===== config.mk =====
export PLATFORM = sky130hd
export DESIGN_NAME = interval_reload_timer
export DESIGN_NICKNAME = d
export VERILOG_FILES = /design/src/rtl/itmr_pkg.sv /design/src/rtl/itmr_counter.sv /design/src/rtl/itmr_status.sv /design/src/rtl/itmr_rd_mux.sv /design/src/rtl/interval_reload_timer.sv
export SDC_FILE = /design/constraint.sdc
export NUM_CORES = 1
export LEC_CHECK = 0
export CAP_MARGIN = 30
export CELL_PAD_IN_SITES_DETAIL_PLACEMENT = 1
export CELL_PAD_IN_SITES_GLOBAL_PLACEMENT = 2
export CORE_MARGIN = 5
export CORE_UTILIZATION = 34
export DETAILED_ROUTE_END_ITERATION = 16
export PLACE_DENSITY = 0.88
export SETUP_SLACK_MARGIN = 0.1
export SLEW_MARGIN = 20
export SYNTH_ARGS = -nofsm -noshare
export SYNTH_HDL_FRONTEND = slang
export SYNTH_SLANG_ARGS = --single-unit

===== constraint.sdc =====
create_clock -name clk -period 5.55 [get_ports clk]
set_clock_uncertainty 0.1 [all_clocks]
set_input_delay 0.555 -clock clk [delete_from_list [all_inputs] [get_ports clk]]
set_output_delay 0.555 -clock clk [all_outputs]
set_load 0.1 [all_outputs]

===== src/rtl/itmr_pkg.sv =====
package itmr_pkg;

  typedef enum logic [1:0] {
    A_CTL  = 2'd0,
    A_CNT  = 2'd1,
    A_NXT  = 2'd2,
    A_NONE = 2'd3
  } itmr_addr_e;

  // control bit positions that software decodes (error bit is the top bit)
  localparam int B_DONE = 7;
  localparam int B_IE   = 6;
  localparam int B_STEP = 5;
  localparam int B_XFER = 4;
  localparam int B_RUN  = 0;

endpackage


===== src/rtl/itmr_counter.sv =====
module itmr_counter #(
  parameter int W = 32
) (
  input  logic         clk,
  input  logic         rst_n,
  input  logic         tick_run,
  input  logic         xfer,
  input  logic         step,
  input  logic         nxt_wr,
  input  logic [W-1:0] wdata,
  output logic [W-1:0] cnt_q,
  output logic [W-1:0] nxt_q,
  output logic         ovf
);

  localparam logic [W:0] ONE_X = {{W{1'b0}}, 1'b1};

  logic [W-1:0] base;
  logic [W:0]   sum;
  logic         inc_en;

  // the copy command feeds the incrementer so that copy-then-step is one add
  always_comb begin
    base   = xfer ? nxt_q : cnt_q;
    inc_en = tick_run | step;
    sum    = {1'b0, base} + ONE_X;
    ovf    = inc_en & sum[W];
  end

  always_ff @(posedge clk) begin
    if (!rst_n) begin
      cnt_q <= '0;
      nxt_q <= '0;
    end else begin
      if (nxt_wr) nxt_q <= wdata;
      if (ovf)         cnt_q <= nxt_q;
      else if (inc_en) cnt_q <= sum[W-1:0];
      else if (xfer)   cnt_q <= nxt_q;
    end
  end

  p_tick_inc_r4: assert property (@(posedge clk) disable iff (!rst_n)
    tick_run && !xfer && (cnt_q != '1) |=> cnt_q == $past(cnt_q) + W'(1));

  p_wrap_reload_r5: assert property (@(posedge clk) disable iff (!rst_n)
    tick_run && (cnt_q == '1) |=> cnt_q == $past(nxt_q));

  p_xfer_copy_r3: assert property (@(posedge clk) disable iff (!rst_n)
    xfer && !step |=> cnt_q == $past(nxt_q));

  p_copy_then_step_r10: assert property (@(posedge clk) disable iff (!rst_n)
    xfer && step && (nxt_q != '1) |=> cnt_q == $past(nxt_q) + W'(1));

  p_idle_hold_r12: assert property (@(posedge clk) disable iff (!rst_n)
    !tick_run && !step && !xfer |=> $stable(cnt_q));

  p_nxt_write_r11: assert property (@(posedge clk) disable iff (!rst_n)
    nxt_wr |=> nxt_q == $past(wdata));

endmodule


===== src/rtl/itmr_status.sv =====
module itmr_status (
  input  logic clk,
  input  logic rst_n,
  input  logic ctl_wr,
  input  logic clr_err,
  input  logic clr_done,
  input  logic w_ie,
  input  logic w_run,
  input  logic ovf,
  output logic err_q,
  output logic done_q,
  output logic ie_q,
  output logic run_q,
  output logic irq_q
);

  logic err_c, done_c, ie_n, run_n;
  logic err_n, done_n, irq_n;

  always_comb begin
    // stage 1: write-one-to-clear, stage 2: enable and run
    err_c  = ctl_wr ? (err_q & ~clr_err)   : err_q;
    done_c = ctl_wr ? (done_q & ~clr_done) : done_q;
    ie_n   = ctl_wr ? w_ie  : ie_q;
    run_n  = ctl_wr ? w_run : run_q;
    err_n  = err_c;
    done_n = done_c;
    irq_n  = irq_q;
    // carry from a tick or from a single step
    if (ovf) begin
      if (done_c) err_n  = 1'b1;
      else        done_n = 1'b1;
      irq_n = ie_n;
    end
    if (ctl_wr && !(done_n && ie_n)) irq_n = 1'b0;
  end

  always_ff @(posedge clk) begin
    if (!rst_n) begin
      err_q  <= 1'b0;
      done_q <= 1'b0;
      ie_q   <= 1'b0;
      run_q  <= 1'b0;
      irq_q  <= 1'b0;
    end else begin
      err_q  <= err_n;
      done_q <= done_n;
      ie_q   <= ie_n;
      run_q  <= run_n;
      irq_q  <= irq_n;
    end
  end

  p_err_sticky_r9: assert property (@(posedge clk) disable iff (!rst_n)
    err_q && !(ctl_wr && clr_err) |=> err_q);

  p_done_clear_r9: assert property (@(posedge clk) disable iff (!rst_n)
    ctl_wr && clr_done && !ovf |=> !done_q);

  p_irq_gate_r8: assert property (@(posedge clk) disable iff (!rst_n)
    ctl_wr |=> !irq_q || (done_q && ie_q));

  p_second_carry_r5: assert property (@(posedge clk) disable iff (!rst_n)
    ovf && done_q && !ctl_wr |=> err_q);

  p_first_carry_r5: assert property (@(posedge clk) disable iff (!rst_n)
    ovf && !ctl_wr |=> done_q);

  p_irq_follows_ie_r6: assert property (@(posedge clk) disable iff (!rst_n)
    ovf && !ctl_wr |=> irq_q == $past(ie_q));

endmodule


===== src/rtl/itmr_rd_mux.sv =====
module itmr_rd_mux
  import itmr_pkg::*;
#(
  parameter int W = 32
) (
  input  logic [1:0]   addr,
  input  logic         err,
  input  logic         done,
  input  logic         ie,
  input  logic         run,
  input  logic [W-1:0] cnt,
  input  logic [W-1:0] nxt,
  output logic [W-1:0] rdata
);

  logic [W-1:0] ctl_view;

  always_comb begin
    ctl_view         = '0;
    ctl_view[W-1]    = err;
    ctl_view[B_DONE] = done;
    ctl_view[B_IE]   = ie;
    ctl_view[B_RUN]  = run;
    case (addr)
      A_CTL:   rdata = ctl_view;
      A_CNT:   rdata = cnt;
      A_NXT:   rdata = nxt;
      default: rdata = '0;
    endcase
  end

endmodule


===== src/rtl/interval_reload_timer.sv =====
module interval_reload_timer
  import itmr_pkg::*;
#(
  parameter int W = 32
) (
  input  logic         clk,
  input  logic         rst_n,
  input  logic         tick,
  input  logic         reg_wr,
  input  logic [1:0]   reg_addr,
  input  logic [W-1:0] reg_wdata,
  output logic [W-1:0] reg_rdata,
  output logic         irq
);

  localparam int B_ERR = W - 1;

  logic ctl_wr, nxt_wr, tick_run, xfer, step, ovf;
  logic err_q, done_q, ie_q, run_q;
  logic [W-1:0] cnt_q, nxt_q;

  always_comb begin
    ctl_wr   = reg_wr && (reg_addr == A_CTL);
    nxt_wr   = reg_wr && (reg_addr == A_NXT);
    tick_run = tick && run_q && !ctl_wr;
    xfer     = ctl_wr && reg_wdata[B_XFER];
    step     = ctl_wr && !reg_wdata[B_RUN] && reg_wdata[B_STEP];
  end

  itmr_counter #(.W(W)) u_counter (
    .clk      (clk),
    .rst_n    (rst_n),
    .tick_run (tick_run),
    .xfer     (xfer),
    .step     (step),
    .nxt_wr   (nxt_wr),
    .wdata    (reg_wdata),
    .cnt_q    (cnt_q),
    .nxt_q    (nxt_q),
    .ovf      (ovf)
  );

  itmr_status u_status (
    .clk      (clk),
    .rst_n    (rst_n),
    .ctl_wr   (ctl_wr),
    .clr_err  (reg_wdata[B_ERR]),
    .clr_done (reg_wdata[B_DONE]),
    .w_ie     (reg_wdata[B_IE]),
    .w_run    (reg_wdata[B_RUN]),
    .ovf      (ovf),
    .err_q    (err_q),
    .done_q   (done_q),
    .ie_q     (ie_q),
    .run_q    (run_q),
    .irq_q    (irq)
  );

  itmr_rd_mux #(.W(W)) u_rd_mux (
    .addr  (reg_addr),
    .err   (err_q),
    .done  (done_q),
    .ie    (ie_q),
    .run   (run_q),
    .cnt   (cnt_q),
    .nxt   (nxt_q),
    .rdata (reg_rdata)
  );

  p_cnt_readonly_r11: assert property (@(posedge clk) disable iff (!rst_n)
    reg_wr && (reg_addr == A_CNT) && !(tick && run_q) |=> $stable(cnt_q));

  p_ctl_read_mask_r2: assert property (@(posedge clk) disable iff (!rst_n)
    reg_addr == A_CTL |-> (reg_rdata[B_ERR-1:B_DONE+1] == '0) &&
                          (reg_rdata[B_STEP:B_RUN+1] == '0));

  p_tick_dropped_r4: assert property (@(posedge clk) disable iff (!rst_n)
    tick && ctl_wr && !reg_wdata[B_XFER] && !step |=> $stable(cnt_q));

endmodule


# Word level (Yosys, flattened, before mapping)

Index checks and enable logic that the tools add are counted.

Muxes and demuxes: 10
Multiply operators: 0
Add/sub/neg operators: 1
Divide/modulo/power cells: 0
$lt $le $gt $ge: 0
Reductions and logical operators: 14
Shifts and indexed selects: 0
Eq/ne operators: 2
Bitwise logic cells: 7

Operators with widths:

| operator                                                         | number |
|---|---|
| 32-bit two-way mux                                               | 3 |
| 32-bit case mux with 3 select lines                              | 1 |
| 32-bit by 1-bit adder with 33-bit output (second input constant) | 1 |
| 1-bit logical AND                                                | 9 |
| 1-bit two-way mux                                                | 6 |
| 1-bit bitwise AND                                                | 3 |
| 1-bit zero test                                                  | 3 |
| 1-bit inverter                                                   | 3 |
| 2-bit by 1-bit == test with 1-bit output (second input constant) | 1 |
| 2-bit == test (second input constant)                            | 1 |
| 2-bit zero test                                                  | 1 |
| 2-bit OR reduction                                               | 1 |
| 1-bit bitwise OR                                                 | 1 |

ROM bits: 0
Output and inout port bits: 33
Bits in registers: 69
Bits of input ports: 38
Memories kept: 0
Bits in latches: 0
Word-level logic and storage cells: 41
RAM bits: 0

# Longest topological paths before layout

Gate-level depths: netlist of run 1.

Word-level depth: 11
Gate-level depth with buffers: 14
Gate-level depth less buffers: 10

# Cells and area by module

Synthesis of run 1 repeated with hierarchy kept, for this count alone.

Cell total of the unflattened synthesis: 590
Area, all modules: 4,865.9 µm²

Modules (own cells, without submodules):

| module                | area an instance (µm²) | seq. area each (µm²) | times used | cells each |
|---|---|---|---|---|
| itmr_counter          | 4,192.8                | 1,281.2              | 1          | 519 |
| itmr_rd_mux           | 426.7                  | 0.0                  | 1          | 46 |
| itmr_status           | 196.4                  | 100.1                | 1          | 19 |
| interval_reload_timer | 50.0                   | 0.0                  | 1          | 6 |

# Worst setup path after synthesis of run 1

No wires, ideal clock.

Kind: input to output
From: input reg_addr[0]
To: output reg_rdata[7]
Cell stages on the path: 3
Arrival time: 2.903 ns
Required time: 4.895 ns
Path buffers: 1
Slack: 1.992 ns
Cells stage by stage: buf_6 mux2i_1 o21ai_0

Cells in the longest elaborated chain, start to end: 2
Elaborated cells on any way between the ends: 4
Classes of those cells: 2 x eq/ne; 1 x mux; 1 x reduce/logical

Ends and longest elaborated chain:

| item                                        | RTL line                    | source |
|---|---|---|
| start: declaration                          | interval_reload_timer.sv:10 | `input logic [1:0] reg_addr,` |
| 2-bit == test, or another cell as far along | itmr_rd_mux.sv:24           | `case (addr)` |
| 32-bit case mux with 3 select lines (*)     | itmr_rd_mux.sv:24           |  |
| end: declaration                            | interval_reload_timer.sv:12 | `output logic [W-1:0] reg_rdata,` |

Mark *: on every way between the ends. The rest lies on a longest branch, timed or not.

# Final worst setup path of run 1

From: input reg_addr[1]
To: output reg_rdata[19]

Same word-level chain as after synthesis.

==> run summary, run 1 <==
RSZ-0062 raised after global routing: false
Hold endpoint: u_counter.nxt_q[26]
H-tree Lvls: 3
Final Routed Wirelength: 18800 um
Sink Count: 69
Worst-Margin Slew: 0.982 ns
Achievable Freq: 228 MHz
Fin crit share: 79.0%
Die width: 130 um
Warnings, synthesis: 0
Netlist Area Pre-Place: 0.00492 mm^2
Sum Neg Setup Slack: 0 ns
I/O Buffers: 70
Crit path kind: input pin to output pin
First drt pass iteration count: 5
Avg Synthesized Cell Area: 7.26 um^2
Outcome: finished clean
Root buffer cell: clkbuf_16
Sequential Area: 0.00138 mm^2
First-pass GRT wire length: 30000 um
Tot GR Track Use: 22.6%
Worst setup SP type: input pin
DRC errors left: 0
Period minus WS final: 4.39 ns
Sequential area share after synthesis: 28.1%
DR vias: 5531
Slew headroom: 34.3%
CTS resizes: 0
Largest net degree at the start of global routing: 46
Worst hold path depth: 2
Max-cap viol count: 0
Crit path from: reg_addr[1]
FF-to-FF End: u_status.irq_q
Avg WL per Cell: 20.9 um
CTS Buffer Depth: 2
Data arrival, critical path: 3.73 ns
Final Cell Area: 0.00596 mm^2
Hold Path Origin: u_counter.nxt_q[26]
R2R cell count: 8
Crit Path Max Fanout: 20
Placed inst area: 0.00569 mm^2
Gr ovfl total: 0
Final #Nets: 749
Finish-stage setup viols: 0
Inserted Clock Buffers: 9
Final Max Slew Viols: 0
#FFs+latches synth: 69
Rows: 44
Yosys top cell by area: dfxtp_1
Ant. Diodes: 0
Top FF cell, synth: dfxtp_1
EDFF count, synth: 0
Hold WC Path Type: register to register
Leakage: 2.00 nW
Initial Util: 34.2%
Max VDD drop: 0.126 mV
Final Hold Viols: 0
Buffer count from post-CTS setup fixing: 0
Initial antenna violation count: 0
Post-synth ARST share: 0%
Distinct cell type count after synthesis: 74
Vias in the first global route: 5557
Mapped Nets: 716
# IOs: 71
Die span in y: 130 um
Worst-path clk slew: 0.06 ns
Antenna-violating nets left: 0
Hold Buf Count CTS: 0
Layout cells sized above 1: 7.27%
CTS tree: built
Multi-input gate area: 0.00325 mm^2
Vias per cell: 6.15
Post-synth top area share: 28.1%
FF-to-FF setup slack: 2.56 ns
Fillers: 1778
Syn-to-layout area delta: 21.3%
P per Cell Area: 201 mW/mm^2
Iter 0 DRT Violations: 438
Worst Setup End Kind: output pin
Area contributors post-synth: dfxtp_1 28%, nand2_1 11%, a21oi_1 6.2%, a22o_1 5.2%, nand3_1 4.2%
Critical R2R Launch: u_counter.cnt_q[3]
Synth Instances: 677
Placer congestion estimate: 0.882
Skew-Pair Late Insertion Delay: 0.35 ns
Die area: 0.0170 mm^2
Worst Path Required: 4.89 ns
Core Region: 0.0144 mm^2
HPWL Detailed: 13600 um
## placed cells by master, fill, tap and decap left out, types with 5 or more instances in the layout
cell             instances
mux2i_1                 20
and3_1                   8
buf_4                   11
a22o_1                  29
o211ai_1                 5
nor4_1                   9
nand3_1                 41
nor3_1                   9
and2_1                  14
clkbuf_16                9
dfxtp_1                 69
nor2_1                  30
nand4_1                 26
nand2_1                141
mux2_2                   5
clkdlybuf4s50_1         70
a21boi_0                 6
a21oi_1                 61
or3_1                   10
o21ai_0                 32
a31oi_1                 15
## layout make-up
type | instances | area share [%]
Multi-Input combinational cell | 544 | 54.6
Sequential cell | 69 | 23.2
Timing Repair Buffer | 82 | 13.6
Clock buffer | 13 | 4.20
Tap cell | 184 | 3.86
Clock inverter | 3 | 0.357
Inverter | 4 | 0.252
## how the worst max path moves through the flow
| stage | end | slack, ns | cells after the start |
|---|---|---|---|
| 6_report | reg_rdata[19] | 1.16 | 5 |
| 5_1_grt | reg_rdata[31] | 1.02 | 6 |
| 4_1_cts | reg_rdata[19] | 1.17 | 5 |
| 3_5_place_dp | u_counter.cnt_q[26] | 1.12 | 11 |
| 3_3_place_gp | reg_rdata[19] | 1.21 | 5 |
| 2_1_floorplan | reg_rdata[7] | 1.99 | 3 |
## registers in the layout (all words and copies together), names as in the netlist
| signal | flops |
|---|---|
| u_status.done_q | 1 |
| u_status.irq_q | 1 |
| u_status.err_q | 1 |
| u_counter.nxt_q | 32 |
| u_counter.cnt_q | 32 |
| u_status.run_q | 1 |
| u_status.ie_q | 1 |
## metal layers
layer / global-route usage [%] / vias up / part of all wire [%]
li1: - / 2550 / -
met1: 30.8 / 2740 / 45
met2: 35.9 / 206 / 47
met3: 3.36 / 35 / 6.2
met4: 8.92 / 0 / 2.5
met5: 0 / - / 0
## cells in the mapped netlist, types with 3 or more instances
library cell  number
and3_1             8
mux2i_1           20
a22o_1            29
inv_1              4
buf_2              3
a21oi_1           61
o211ai_1           5
or3_1             10
nand2_1          141
buf_6              4
or2_2              4
nor2_1            30
nand3_1           41
dfxtp_1           69
nand3b_1           4
a21boi_0           6
and4_1             3
or4_1              3
a211oi_1           4
a31oi_1           15
clkbuf_1          40
o21a_1             4
nand4b_1           4
and2_1            14
a22oi_1            4
nor4_1             9
mux2_2             5
nand4_1           26
nor3_1             9
nor2b_1            3
o21ai_0           32
buf_1              9
buf_4              3
## stage by stage
| stage | cells | hold slack (ns) | util, % | setup WS (ns) | power (mW) |
|---|---|---|---|---|---|
| after floorplan | 677 | 0.360 | - | 1.99 | 0.605 |
| after global routing | 899 | 0.437 | 41.5 | 1.02 | 1.23 |
| final | 899 | 0.418 | 41.5 | 1.16 | 1.20 |
| after global placement | 882 | 0.382 | 39.4 | 1.21 | 0.658 |
| after CTS | 899 | 0.416 | 41.5 | 1.17 | 1.20 |
| after detailed placement | 883 | 0.405 | 39.6 | 1.12 | 0.663 |
## power by group
part | total (mW) | switching, mW | internal, mW | leakage, nW
clock network | 0.545 | 0.230 | 0.315 | 0.130
registers | 0.525 | 0.0200 | 0.505 | 0.558
logic | 0.129 | 0.0795 | 0.0491 | 1.31
## cell families (layout without fill, tap and decap cells)
kind of cell             after synthesis  after routing  synth area share (%)
flip-flops                            69             69                  28.1
multiplexers                          26             26                  5.50
adder cells (fa/ha/maj)                1              1                 0.254
AND/OR/NAND/NOR                      328            328                  34.5
buffers and inverters                 64            102                  5.83
AO/OA/AOI/OAI                        186            186                  25.2
XOR/XNOR                               3              3                 0.535
## worst max-delay path, cell delays in order
cell,delay (ns)
clkdlybuf4s50_1,0.69
nor2b_2,0.70
buf_4,0.40
a22o_1,0.24
clkdlybuf4s50_1,1.15
Note: power is estimated with default switching activity, not from simulation.
==> inputs of run 2 (changes only) <==
CORE_UTILIZATION = 28   (was 34)
PLACE_DENSITY = 0.77   (was 0.88)
clock period = 3.7 ns   (was 5.55 ns; I/O delays follow)
==> run 2 against run 1 <==
Worst hold slack lost 0.022 ns; cell area rose by 6.4%; sequential power is 50% higher; combinational power is 64% higher; final cell count grew 6.8%; clock power rose by 53%; critical endpoint is now u_counter.cnt_q[19]; largest power group unchanged; highest routed layer unchanged.
==> run summary, run 2 (synthesized netlist as in run 1, its figures left out) <==
Antenna-violating nets left: 0 (unchanged)
Fillers: 2058 (+16%)
Max VDD drop: 0.185 mV (+47%)
Slew headroom: 35.2% (+0.84 points)
Achievable Freq: 309 MHz
Buffer count from post-CTS setup fixing: 0 (unchanged)
Max stage delay on crit path: 0.62 ns (-0.53 ns)
Final worst setup slack: 0.463 ns (-0.701 ns)
DR vias: 5481 (-0.90%)
Tot GR Track Use: 20.3% (-2.3 points)
Final Routed Wirelength: 20400 um (+8.6%)
Initial antenna violation count: 0 (unchanged)
Multi-input gate area: 0.00325 mm^2 (unchanged)
Die width: 143 um (+9.4%)
Ant. Diodes: 0 (unchanged)
Outcome: finished clean
Inserted Clock Buffers: 9 (unchanged)
Worst-Margin Slew: 0.969 ns (-0.0126 ns)
CTS resizes: 0 (unchanged)
Biggest regs: u_counter.cnt_q: 32 flops, u_counter.nxt_q: 32 flops
Die area: 0.0203 mm^2 (+20%)
Hold WC Path Type: register to register
Sequential Area: 0.00138 mm^2 (unchanged)
Vias per cell: 5.71 (-7.2%)
Most frequent cells in the layout: 141 x nand2_1, 69 x dfxtp_1, 61 x a21oi_1
Worst setup SP type: input pin
FF-to-FF setup slack: 0.98 ns (-1.58 ns)
First-pass GRT wire length: 32700 um (+9.0%)
R2R cell count: 6 (-2)
Crit path kind: input pin to register
# IOs: 71 (unchanged)
Crit Path Max Fanout: 10 (-50%)
Die span in y: 143 um (+9.4%)
Gr ovfl total: 0 (unchanged)
I/O Buffers: 70 (unchanged)
Sum Neg Setup Slack: 0 ns (unchanged)
Slowest stage cell on the critical path: or4_1
Sink Count: 69 (unchanged)
Final Hold Viols: 0 (unchanged)
RSZ-0062 raised after global routing: false
Final Max Slew Viols: 0 (unchanged)
Root buffer cell: clkbuf_16
Fin crit share: 87.5%
Period minus WS final: 3.24 ns
Hold endpoint: u_counter.nxt_q[26]
Worst-path clk slew: 0.06 ns (about the same)
FF-to-FF End: u_counter.cnt_q[19]
Crit path buffers/inverters: 2 (-1)
Worst Setup End Kind: register
Placer congestion estimate: 0.896 (+1.6%)
HPWL Detailed: 14900 um (+9.9%)
Largest net degree at the start of global routing: 58 (+26%)
Avg WL per Cell: 21.3 um (+1.7%)
Min Hold Slack: 0.396 ns (-0.0216 ns)
Vias in the first global route: 5703 (+2.6%)
Iter 0 DRT Violations: 375 (-14%)
Hold Buf Count CTS: 0 (unchanged)
Skew-Pair Late Insertion Delay: 0.35 ns (about the same)
H-tree Lvls: 3 (unchanged)
Worst hold path depth: 2 (unchanged)
CTS Buffer Depth: 2 (unchanged)
CP top delay family: simple AND/OR/NAND/NOR gates
Syn-to-layout area delta: 29.1%
Rows: 48 (+9.1%)
Initial Util: 28.5% (-5.7 points)
Core Region: 0.0172 mm^2 (+20%)
Final #Nets: 769 (+2.7%)
Layout cells sized above 1: 14.6% (+7.3 points)
Critical R2R Launch: u_counter.nxt_q[17]
Ordered cell list for the critical path: clkdlybuf4s50_1 > or3b_1 > buf_4 > nor4_1 > o22ai_1 > or4_1 > nand4_1 > a31oi_1
Placement Setup Slack: 0.137 ns (-0.986 ns)
First drt pass iteration count: 5 (unchanged)
Leakage: 2.23 nW (+11%)
P per Cell Area: 289 mW/mm^2 (+44%)
Data arrival, critical path: 3.33 ns (-0.40 ns)
DRC errors left: 0 (unchanged)
CTS tree: built
Max-cap viol count: 0 (unchanged)
Finish-stage setup viols: 0 (unchanged)
Hold Path Origin: u_counter.nxt_q[26]
Worst Path Required: 3.79 ns (-1.10 ns)
Total power: 1.83 mW (+53%)
Commonest non-fill, non-tap cell in the layout: nand2_1
## run 2: cell count changes in the layout (fill, tap and decap cells not counted), sizes merged
cell | before | now
clkinv | 2 | 6
buf | 12 | 64
clkbuf | 13 | 9
clkdlybuf4s50 | 70 | 38
## run 2: how the worst max path moves through the flow
stage / from / end / cells past startpoint
2_1_floorplan: reg_wdata[4] / u_counter.cnt_q[26] / 13
3_3_place_gp: reg_addr[1] / u_counter.cnt_q[19] / 8
3_5_place_dp: reg_addr[1] / u_counter.cnt_q[19] / 8
4_1_cts: reg_addr[1] / u_counter.cnt_q[19] / 8
5_1_grt: reg_addr[1] / u_status.irq_q / 9
6_report: reg_addr[1] / u_counter.cnt_q[19] / 8
## run 2: final cells by class
type                       count  area share [%]
multi-input combinational    544            51.3
inverter                       4           0.237
tap                          225            4.44
clock buffer                   9            3.55
sequential                    69            21.8
clock inverter                 7           0.828
timing repair buffer         102            17.9
## run 2: per-stage QoR
stage	instance area [um^2]	utilization [%]	cells
after CTS	6340	36.8	960
final	6340	36.8	960
after detailed placement	6070	35.2	944
after global routing	6340	36.8	960
after global placement	6070	35.2	944
after floorplan	4920	-	677
## run 2: layer usage
metal / wire length (um) / GRT usage, % / share of wire [%]
met4: 294 / 5.75 / 1.4
met1: 9590 / 28.5 / 47
met5: 0 / 0 / 0
met2: 9540 / 32.1 / 47
met3: 1000 / 3.39 / 4.9
## run 2: tightest hold or removal path: cells and delay by family (launching register included)
| kind | cells | cell delay (ns) |
|---|---|---|
| AOI/OAI and AO/OA | 1 | 0.05 |
| and+or+nand+nor | 1 | 0.06 |
| DFF | 1 | 0.33 |
## run 2: power by group
part | internal [mW] | total, mW | switching [mW]
Clock | 0.456 | 0.832 | 0.376
Combinational | 0.0857 | 0.212 | 0.126
Sequential | 0.757 | 0.787 | 0.0301
